==> src/rtl/dmpwm_pkg.sv <==
package dmpwm_pkg;
    typedef enum logic [1:0] {
        EDGE_NONE = 2'b00,
        EDGE_RISE = 2'b01,
        EDGE_FALL = 2'b10,
        EDGE_BOTH = 2'b11
    } edge_sel_t;

    typedef enum logic {
        TM_IDLE,
        TM_RUN
    } tmr_mode_t;

    typedef enum logic [1:0] {
        CH_HOLD,
        CH_SET,
        CH_CLEAR,
        CH_OFF
    } ch_act_t;
endpackage

==> src/rtl/dmpwm_tick.sv <==
module dmpwm_tick
    import dmpwm_pkg::*;
#(
    parameter int CW = 16
) (
    input  logic          clk,
    input  logic          rst_n,
    input  logic          en,
    input  logic [CW-1:0] prd,
    input  logic [CW-1:0] psc,
    output logic [CW-1:0] cnt
);
    logic [CW-1:0] pre;
    tmr_mode_t     mode;
    logic          step;

    always_comb mode = en ? TM_RUN : TM_IDLE;
    always_comb step = (pre >= psc);

    always_ff @(posedge clk or negedge rst_n) begin
        if (!rst_n) begin
            cnt <= '0;
            pre <= '0;
        end else begin
            unique case (mode)
                TM_IDLE: begin
                    cnt <= '0;
                    pre <= '0;
                end
                TM_RUN: begin
                    if (step) begin
                        pre <= '0;
                        cnt <= (cnt >= prd) ? '0 : cnt + CW'(1);
                    end else begin
                        pre <= pre + CW'(1);
                    end
                end
            endcase
        end
    end

    AST_IDLE_ZERO: assert property (@(posedge clk) disable iff (!rst_n)
        !en |=> (cnt == '0));
    AST_CNT_STEP: assert property (@(posedge clk) disable iff (!rst_n)
        en |=> (cnt == $past(cnt) || cnt == $past(cnt) + CW'(1) || cnt == '0));
    AST_PRE_HOLD: assert property (@(posedge clk) disable iff (!rst_n)
        (en && pre < psc) |=> (cnt == $past(cnt)));
endmodule

==> src/rtl/dmpwm_chan.sv <==
module dmpwm_chan
    import dmpwm_pkg::*;
#(
    parameter int CW = 16
) (
    input  logic          clk,
    input  logic          rst_n,
    input  logic          en,
    input  logic [CW-1:0] cnt,
    input  logic [CW-1:0] act,
    input  logic [CW-1:0] deact,
    output logic          out
);
    ch_act_t sel;

    always_comb begin
        if (!en)                sel = CH_OFF;
        else if (cnt == deact)  sel = CH_CLEAR;
        else if (cnt == act)    sel = CH_SET;
        else                    sel = CH_HOLD;
    end

    always_ff @(posedge clk or negedge rst_n) begin
        if (!rst_n) begin
            out <= 1'b0;
        end else begin
            unique case (sel)
                CH_OFF, CH_CLEAR: out <= 1'b0;
                CH_SET:           out <= 1'b1;
                CH_HOLD:          out <= out;
            endcase
        end
    end

    AST_TIE_CLEAR: assert property (@(posedge clk) disable iff (!rst_n)
        (en && cnt == act && cnt == deact) |=> !out);
    AST_SET_ON_MATCH: assert property (@(posedge clk) disable iff (!rst_n)
        (en && cnt == act && cnt != deact) |=> out);
    AST_OFF_LOW: assert property (@(posedge clk) disable iff (!rst_n)
        !en |=> !out);
endmodule

==> src/rtl/dmpwm_capture.sv <==
module dmpwm_capture
    import dmpwm_pkg::*;
#(
    parameter int CW = 16
) (
    input  logic          clk,
    input  logic          rst_n,
    input  logic [1:0]    cfg,
    input  logic [CW-1:0] cnt,
    input  logic          evt_in,
    output logic [CW-1:0] cap
);
    logic      s1, s2, s3;
    logic      rise, fall, hit;
    edge_sel_t mode;

    always_ff @(posedge clk or negedge rst_n) begin
        if (!rst_n) begin
            s1 <= 1'b0;
            s2 <= 1'b0;
            s3 <= 1'b0;
        end else begin
            s1 <= evt_in;
            s2 <= s1;
            s3 <= s2;
        end
    end

    always_comb begin
        rise = s2 & ~s3;
        fall = ~s2 & s3;
        mode = edge_sel_t'(cfg);
        unique case (mode)
            EDGE_NONE: hit = 1'b0;
            EDGE_RISE: hit = rise;
            EDGE_FALL: hit = fall;
            EDGE_BOTH: hit = rise | fall;
        endcase
    end

    always_ff @(posedge clk or negedge rst_n) begin
        if (!rst_n)   cap <= '0;
        else if (hit) cap <= cnt;
    end

    AST_CAP_HOLD: assert property (@(posedge clk) disable iff (!rst_n)
        !hit |=> $stable(cap));
    AST_CAP_NONE: assert property (@(posedge clk) disable iff (!rst_n)
        (cfg == 2'b00) |=> $stable(cap));
endmodule

==> src/rtl/dmpwm_timer.sv <==
module dmpwm_timer
    import dmpwm_pkg::*;
#(
    parameter int NOUT = 6,
    parameter int NCAP = 4,
    parameter int CW   = 16,
    parameter int DW   = 32,
    parameter int AW   = 6
) (
    input  logic          clk,
    input  logic          rst_n,
    input  logic          reg_wr,
    input  logic [AW-1:0] reg_addr,
    input  logic [DW-1:0] reg_wdata,
    output logic [DW-1:0] reg_rdata,
    input  logic [NCAP-1:0] cap_in,
    output logic [NOUT-1:0] pwm_out
);
    localparam int A_CTRL   = 0;
    localparam int A_CAPCFG = 1;
    localparam int A_PRD    = 2;
    localparam int A_PSC    = 3;
    localparam int A_CNT    = 4;
    localparam int A_ACT    = 8;
    localparam int A_DEACT  = 16;
    localparam int A_CAPT   = 24;
    localparam int CFGW     = 2 * NCAP;

    logic            en_q;
    logic [CFGW-1:0] capcfg_q;
    logic [CW-1:0]   prd_q, psc_q, cnt;
    logic [CW-1:0]   act_q   [NOUT];
    logic [CW-1:0]   deact_q [NOUT];
    logic [CW-1:0]   cap_q   [NCAP];

    always_ff @(posedge clk or negedge rst_n) begin
        if (!rst_n) begin
            en_q     <= 1'b0;
            capcfg_q <= '0;
            prd_q    <= '1;
            psc_q    <= '1;
            for (int i = 0; i < NOUT; i++) begin
                act_q[i]   <= '0;
                deact_q[i] <= '0;
            end
        end else if (reg_wr) begin
            if (reg_addr == AW'(A_CTRL))   en_q     <= reg_wdata[0];
            if (reg_addr == AW'(A_CAPCFG)) capcfg_q <= reg_wdata[CFGW-1:0];
            if (reg_addr == AW'(A_PRD))    prd_q    <= reg_wdata[CW-1:0];
            if (reg_addr == AW'(A_PSC))    psc_q    <= reg_wdata[CW-1:0];
            for (int i = 0; i < NOUT; i++) begin
                if (reg_addr == AW'(A_ACT + i))   act_q[i]   <= reg_wdata[CW-1:0];
                if (reg_addr == AW'(A_DEACT + i)) deact_q[i] <= reg_wdata[CW-1:0];
            end
        end
    end

    always_comb begin
        reg_rdata = '0;
        if (reg_addr == AW'(A_CTRL))   reg_rdata = DW'(en_q);
        if (reg_addr == AW'(A_CAPCFG)) reg_rdata = DW'(capcfg_q);
        if (reg_addr == AW'(A_PRD))    reg_rdata = DW'(prd_q);
        if (reg_addr == AW'(A_PSC))    reg_rdata = DW'(psc_q);
        if (reg_addr == AW'(A_CNT))    reg_rdata = DW'(cnt);
        for (int i = 0; i < NOUT; i++) begin
            if (reg_addr == AW'(A_ACT + i))   reg_rdata = DW'(act_q[i]);
            if (reg_addr == AW'(A_DEACT + i)) reg_rdata = DW'(deact_q[i]);
        end
        for (int k = 0; k < NCAP; k++) begin
            if (reg_addr == AW'(A_CAPT + k)) reg_rdata = DW'(cap_q[k]);
        end
    end

    dmpwm_tick #(.CW(CW)) u_tick (
        .clk(clk), .rst_n(rst_n), .en(en_q), .prd(prd_q), .psc(psc_q), .cnt(cnt)
    );

    for (genvar g = 0; g < NOUT; g++) begin : g_out
        dmpwm_chan #(.CW(CW)) u_chan (
            .clk(clk), .rst_n(rst_n), .en(en_q), .cnt(cnt),
            .act(act_q[g]), .deact(deact_q[g]), .out(pwm_out[g])
        );
    end

    for (genvar g = 0; g < NCAP; g++) begin : g_cap
        dmpwm_capture #(.CW(CW)) u_cap (
            .clk(clk), .rst_n(rst_n), .cfg(capcfg_q[2*g +: 2]), .cnt(cnt),
            .evt_in(cap_in[g]), .cap(cap_q[g])
        );
    end

    AST_RESET_PERIOD: assert property (@(posedge clk) disable iff (!rst_n)
        (reg_wr && reg_addr == AW'(A_CNT)) |=> (cnt == '0 || !en_q || cnt != 16'hFFFF || prd_q == 16'hFFFF));
endmodule

==> config.mk <==
export PLATFORM = sky130hd
export DESIGN_NAME = dmpwm_timer
export DESIGN_NICKNAME = d
export VERILOG_FILES = /design/src/rtl/dmpwm_pkg.sv /design/src/rtl/dmpwm_tick.sv /design/src/rtl/dmpwm_chan.sv /design/src/rtl/dmpwm_capture.sv /design/src/rtl/dmpwm_timer.sv
export SDC_FILE = /design/constraint.sdc
export NUM_CORES = 1
export LEC_CHECK = 0
export ABC_AREA = 1
export BUFFER_PORTS_ARGS = -buffer_cell sky130_fd_sc_hd__clkbuf_2
export CAP_MARGIN = 40
export CORE_ASPECT_RATIO = 1.4
export CORE_MARGIN = 2
export CORE_UTILIZATION = 63
export CTS_CLUSTER_DIAMETER = 150
export DETAILED_ROUTE_END_ITERATION = 10
export GPL_TIMING_DRIVEN = 0
export MAX_ROUTING_LAYER = met4
export PLACE_DENSITY_LB_ADDON = 0.25
export SETUP_SLACK_MARGIN = 0.3
export SLEW_MARGIN = 20
export SYNTH_ARGS = -nofsm -noshare
export SYNTH_HDL_FRONTEND = slang
export SYNTH_SLANG_ARGS = --single-unit
export TNS_END_PERCENT = 30
==> constraint.sdc <==
create_clock -name clk -period 2.4 [get_ports clk]
set_input_delay 0.12 -clock clk [delete_from_list [all_inputs] [get_ports clk]]
set_output_delay 0.12 -clock clk [all_outputs]
set_load 0.02 [all_outputs]
==> impl_metrics.json, run 1 <==
{
  "status": "stopped before the end",
  "haltStage": "5_1_grt",
  "error_line": "[ERROR GRT-0116] Global routing finished with congestion. Check the congestion regions in the DRC Viewer.",
  "die_h_um": 211,
  "port_buffers": 49,
  "die_w_um": 152,
  "groute.usage.overall": 0.716,
  "yosysWarnings": 0,
  "io_pins": 83,
  "overflow": 2,
  "htree_levels": 2,
  "synth_edf_count": 0,
  "syn-cell-area_um2": 19300,
  "ys_types": 55,
  "netlist_instances": 2434,
  "cts.path.max_buffers": 3,
  "grt_pass1_vias": 23000,
  "grt_max_degree": 86,
  "place_hpwl_um": 60900,
  "ys_ff_latch": 347,
  "cts_inserted_buffers": 36,
  "async_flop_share": 1.00,
  "grt_pass1_wl_um": 158000,
  "routabilityCongestion": 1.11,
  "cts_root_buf": "clkbuf_16",
  "synth_top_flop_cell": "dfrtp_1",
  "avgSynthCellArea_um2": 7.91,
  "ys_seq_area_frac": 0.453,
  "rows": 75,
  "initial_utilization": 0.641,
  "cts_sinks": 347
}
## cell usage after synthesis, types with 3 or more instances
cell / count / share of area
nor2_8: 4 / 0.0042
o2111ai_1: 12 / 0.0055
nor4_1: 15 / 0.0049
nor3_4: 5 / 0.0042
nor3_1: 14 / 0.0036
o221ai_1: 3 / 0.0014
o21ai_1: 62 / 0.016
nand2_4: 3 / 0.0018
nand4_1: 83 / 0.027
inv_2: 20 / 0.0039
buf_6: 6 / 0.0035
o22ai_1: 4 / 0.0013
nor3b_1: 3 / 0.0012
nand2_2: 7 / 0.0023
o41ai_1: 9 / 0.0041
o211ai_1: 8 / 0.0031
ha_1: 42 / 0.027
a311oi_1: 3 / 0.0014
nand2_1: 690 / 0.13
o31ai_1: 3 / 0.0012
xnor2_1: 104 / 0.047
nand3_1: 41 / 0.011
nor2_1: 160 / 0.031
buf_4: 27 / 0.011
dfstp_2: 32 / 0.044
nor2_2: 16 / 0.0052
buf_1: 14 / 0.0027
inv_1: 196 / 0.038
o21ai_0: 238 / 0.062
xor2_1: 25 / 0.011
dfrtp_1: 315 / 0.41
a21oi_1: 90 / 0.023
or2_2: 25 / 0.0081
clkbuf_1: 89 / 0.017
buf_2: 24 / 0.0062
nor2_4: 10 / 0.0058
nor3_2: 3 / 0.0016
a2111oi_0: 5 / 0.0023
mux2_2: 4 / 0.0023
## metrics by stage
step	setup WS [ps]	TNS [ps]	cells	hold WS [ps]	area, um^2
2_1_floorplan	300	0	2449	-176	19300
3_5_place_dp	-832	-18110	2918	108	20600
3_3_place_gp	-6000	-2008790	2883	229	20000
4_1_cts	-786	-6340	3049	2.59	23800
## what timing repair did
item / 4_1_cts
cloned: 2
endpoints found under the hold margin: 139
pin swaps: 166
hold buffers: 9
setup endpoints to repair: 74
setup buffers: 57
resized for setup: 355
## layer usage
layer	overflow	GRT usage
met1	0	0.734
met2	1	0.866
met3	0	0.522
met4	1	0.654
met5	-	-
## cell families after synthesis
group / count (synthesis) / share of synthesized area
DFF: 347 / 0.453
AOI/OAI and AO/OA: 445 / 0.125
buffers and inverters: 379 / 0.0833
adders and majority gates: 42 / 0.0273
and+or+nand+nor: 1087 / 0.250
other: 1 / 0.000195
muxes: 4 / 0.00234
xor gates and xnor gates: 129 / 0.0587
==> inputs of run 2 (changes only) <==
Settings changed: CORE_ASPECT_RATIO 1.4 to unset, CORE_UTILIZATION 63 to 40, CTS_CLUSTER_DIAMETER 150 to unset, MAX_ROUTING_LAYER met4 to unset, PLACE_DENSITY_LB_ADDON 0.25 to 0.15, SETUP_SLACK_MARGIN 0.3 to unset.
==> run 2 against run 1 <==
  * The flow now finishes, with violations (setup timing)
  * Synthesized cell count stayed put
  * Synthesized area stayed put
==> impl_metrics.json, run 2 <==
{
  "status": "complete, but fails checks",
  "failed_checks": "setup timing",
  "p_leak_nw": 10.6,
  "yosysMostFrequentCell": "nand2_1",
  "worstReg2RegEnd": "g_out[0].u_chan.out",
  "clk_latency_ps": 580,
  "ys_seq_area_frac": 0.453,
  "power.density_nw_per_um2": 729,
  "crit_type": "flop to output pin",
  "netlist_instances": 2434,
  "reg.largest.list": "act_q (96), deact_q (96), g_cap.u_cap.cap (64)",
  "dieArea_um2": 49900,
  "clockPowerShare": 0.390,
  "p_int_mw": 12.0,
  "ir_drop_mv": 0.451,
  "synth_simple_gate_area_share": 0.250,
  "synth_top_flop_cell": "dfrtp_1",
  "htree_levels": 2,
  "postLayoutCoreUtil": 0.499,
  "post-route-period-util": 1.20,
  "synth_edf_count": 0,
  "setup_ws_ps": -472,
  "synthAdderAreaFrac": 0.0273,
  "layout_commonest_cell": "nand2_1",
  "ys_ff_latch": 347,
  "seqPwrFrac": 0.431,
  "cp_max_fo": 2,
  "cp_top_family": "simple AND/OR/NAND/NOR gates",
  "critPathLaunch": "u_tick.cnt[8]",
  "synth_compound_area_frac": 0.125,
  "slew_viol_final": 0,
  "syn_to_final_growth_pct": 23.4,
  "netlist_top_cells_count": "nand2_1, dfrtp_1, o21ai_0",
  "slew_headroom": 0.405,
  "path_buf_inv": 2,
  "cts_root_buf": "clkbuf_16",
  "place_hpwl_um": 60200,
  "grt_max_degree": 87,
  "placeableCoreArea_um2": 47600,
  "ant_nets": 0,
  "slowest_delay_ps": 410,
  "groute.usage.overall": 0.327,
  "clock.fmax_ghz": 0.348,
  "cts_tree": "yes",
  "placed_area_um2": 20800,
  "layout.nets": 2728,
  "async_flop_share": 1.00,
  "cts_inserted_buffers": 42,
  "drv_cap": 0,
  "final_cell_mix": "nand2_1, dfrtp_1, o21ai_0",
  "p_switching_mw": 5.30,
  "r2r_start": "u_tick.cnt[10]",
  "rows": 80,
  "setup_violations": 17,
  "synthMuxAreaShare": 0.00234,
  "cts_sinks": 347,
  "hold_violations": 0,
  "synth.area.top_cells": "dfrtp_1, nand2_1, o21ai_0",
  "crit_end": "reg_rdata[8]",
  "dp_slack_ps": -849,
  "power_mw": 17.3,
  "totalWireLength_um": 81500,
  "drt_iter0_markers": 1677,
  "swShare": 0.306,
  "rsz0062_at_grt": "true",
  "path_clk_slew_ps": 60,
  "worstSetupEndpointType": "output pin",
  "slowest_stage": "dfrtp_1",
  "fin_crit_ps": 2870,
  "hold_path.class": "input pin to flop",
  "die_w_um": 223,
  "initial_utilization": 0.404,
  "first_pass_iters": 5,
  "synth.top_cell.area_share": 0.409,
  "instances_no_fill": 3288,
  "dp_cells": 3147,
  "avgSynthCellArea_um2": 7.91,
  "port_buffers": 49,
  "critical_path_depth": 12,
  "arrival_ps": 2750,
  "cts.path.max_buffers": 3,
  "routabilityCongestion": 1.02,
  "avgRoutedWirePerCell_um": 24.8,
  "yosysWarnings": 0,
  "grt_pass1_wl_um": 118000,
  "hp-start": "reg_wdata[4]",
  "cp.required_ps": 2280,
  "yosysTopAreaCell": "dfrtp_1",
  "path_cells": "buf_12, a21oi_4, nand4_1, nand2_1, nand4_1, nor2_2, nand4_1, nand2_1, nand3_1, nand2_1, nand2_1, clkbuf_8",
  "antenna_found_initial": 3,
  "overflow": 0,
  "synth-xor-area-share": 0.0587,
  "route.detailed.drc": 0,
  "stdcell_area_um2": 23800,
  "syn-cell-area_um2": 19300,
  "drive_gt1_frac": 0.205,
  "cp-start-kind": "flop",
  "tns_ps": -5450,
  "ys_types": 55,
  "tightest_slew_ps": 893,
  "cp_common_cell": "nand2_1",
  "hold_slack_ps": 7.55,
  "grt_pass1_vias": 17700,
  "r2r_cells": 9,
  "io_pins": 83,
  "finClkSkew_ps": 24.6,
  "via_count": 18300,
  "synth_top_family_by_area": "simple AND/OR/NAND/NOR gates",
  "regToRegSetupSlack_ps": -10,
  "comb_power_share": 0.178,
  "die_h_um": 223,
  "vias_per_cell": 5.55
}
## run 2: cell counts after synthesis
Identical to the previous run, type by type.
## run 2: cell type report
cell class | count | area [um^2]
fill | 4596 | 23900
tap | 615 | 769
clock inverter | 21 | 297
multi-input combinational | 1723 | 9560
buffer | 157 | 976
timing repair buffer | 151 | 1410
clock buffer | 54 | 1140
antenna | 1 | 2.50
sequential | 347 | 8740
inverter | 219 | 875
## run 2: what timing repair did
item	4_1_cts	5_1_grt
hold buffers	18	0
pin swaps	61	95
setup buffers	27	24
resized for setup	164	123
cloned	0	0
endpoints found under the hold margin	165	0
setup endpoints to repair	53	71
## run 2: worst min path at each step
stage	to	slack [ps]	cells after the start
floorplan	act_q[0]	-180	0
global placement	g_cap[2].u_cap.s1	230	1
detailed placement	act_q[11]	100	1
CTS	act_q[4]	2	3
global route	deact_q[31]	40	3
finish	act_q[4]	8	3
## run 2: metal layers
| metal | vias up | GRT usage | routed length (um) |
|---|---|---|---|
| met2 | 778 | 0.506 | 36200 |
| met4 | 0 | 0.167 | 4720 |
| li1 | 8271 | - | - |
| met3 | 237 | 0.0631 | 6720 |
| met5 | - | 0 | 0 |
| met1 | 8965 | 0.437 | 33900 |
## run 2: logic make-up after synthesis
| family | Yosys count |
|---|---|
| adder cells (fa/ha/maj) | 42 |
| buffers and inverters | 379 |
| multiplexers | 4 |
| AND/OR/NAND/NOR | 1087 |
| AO/OA/AOI/OAI | 445 |
| other | 1 |
| flip-flops | 347 |
| XOR/XNOR | 129 |
## run 2: tightest hold or removal path: stages
cell      delay, ps
clkbuf_2         70
inv_1           160
o21ai_0         200
## run 2: power groups by stage
stage | Sequential [mW] | Clock (mW) | Combinational (mW)
after floorplan | 7.28 | 0 | 1.84
after global placement | 7.53 | 0 | 2.61
after detailed placement | 7.54 | 0 | 2.76
after CTS | 7.45 | 6.80 | 2.94
after global routing | 7.56 | 7.05 | 3.42
final | 7.47 | 6.76 | 3.09
Power figures use the tool's default switching activity.
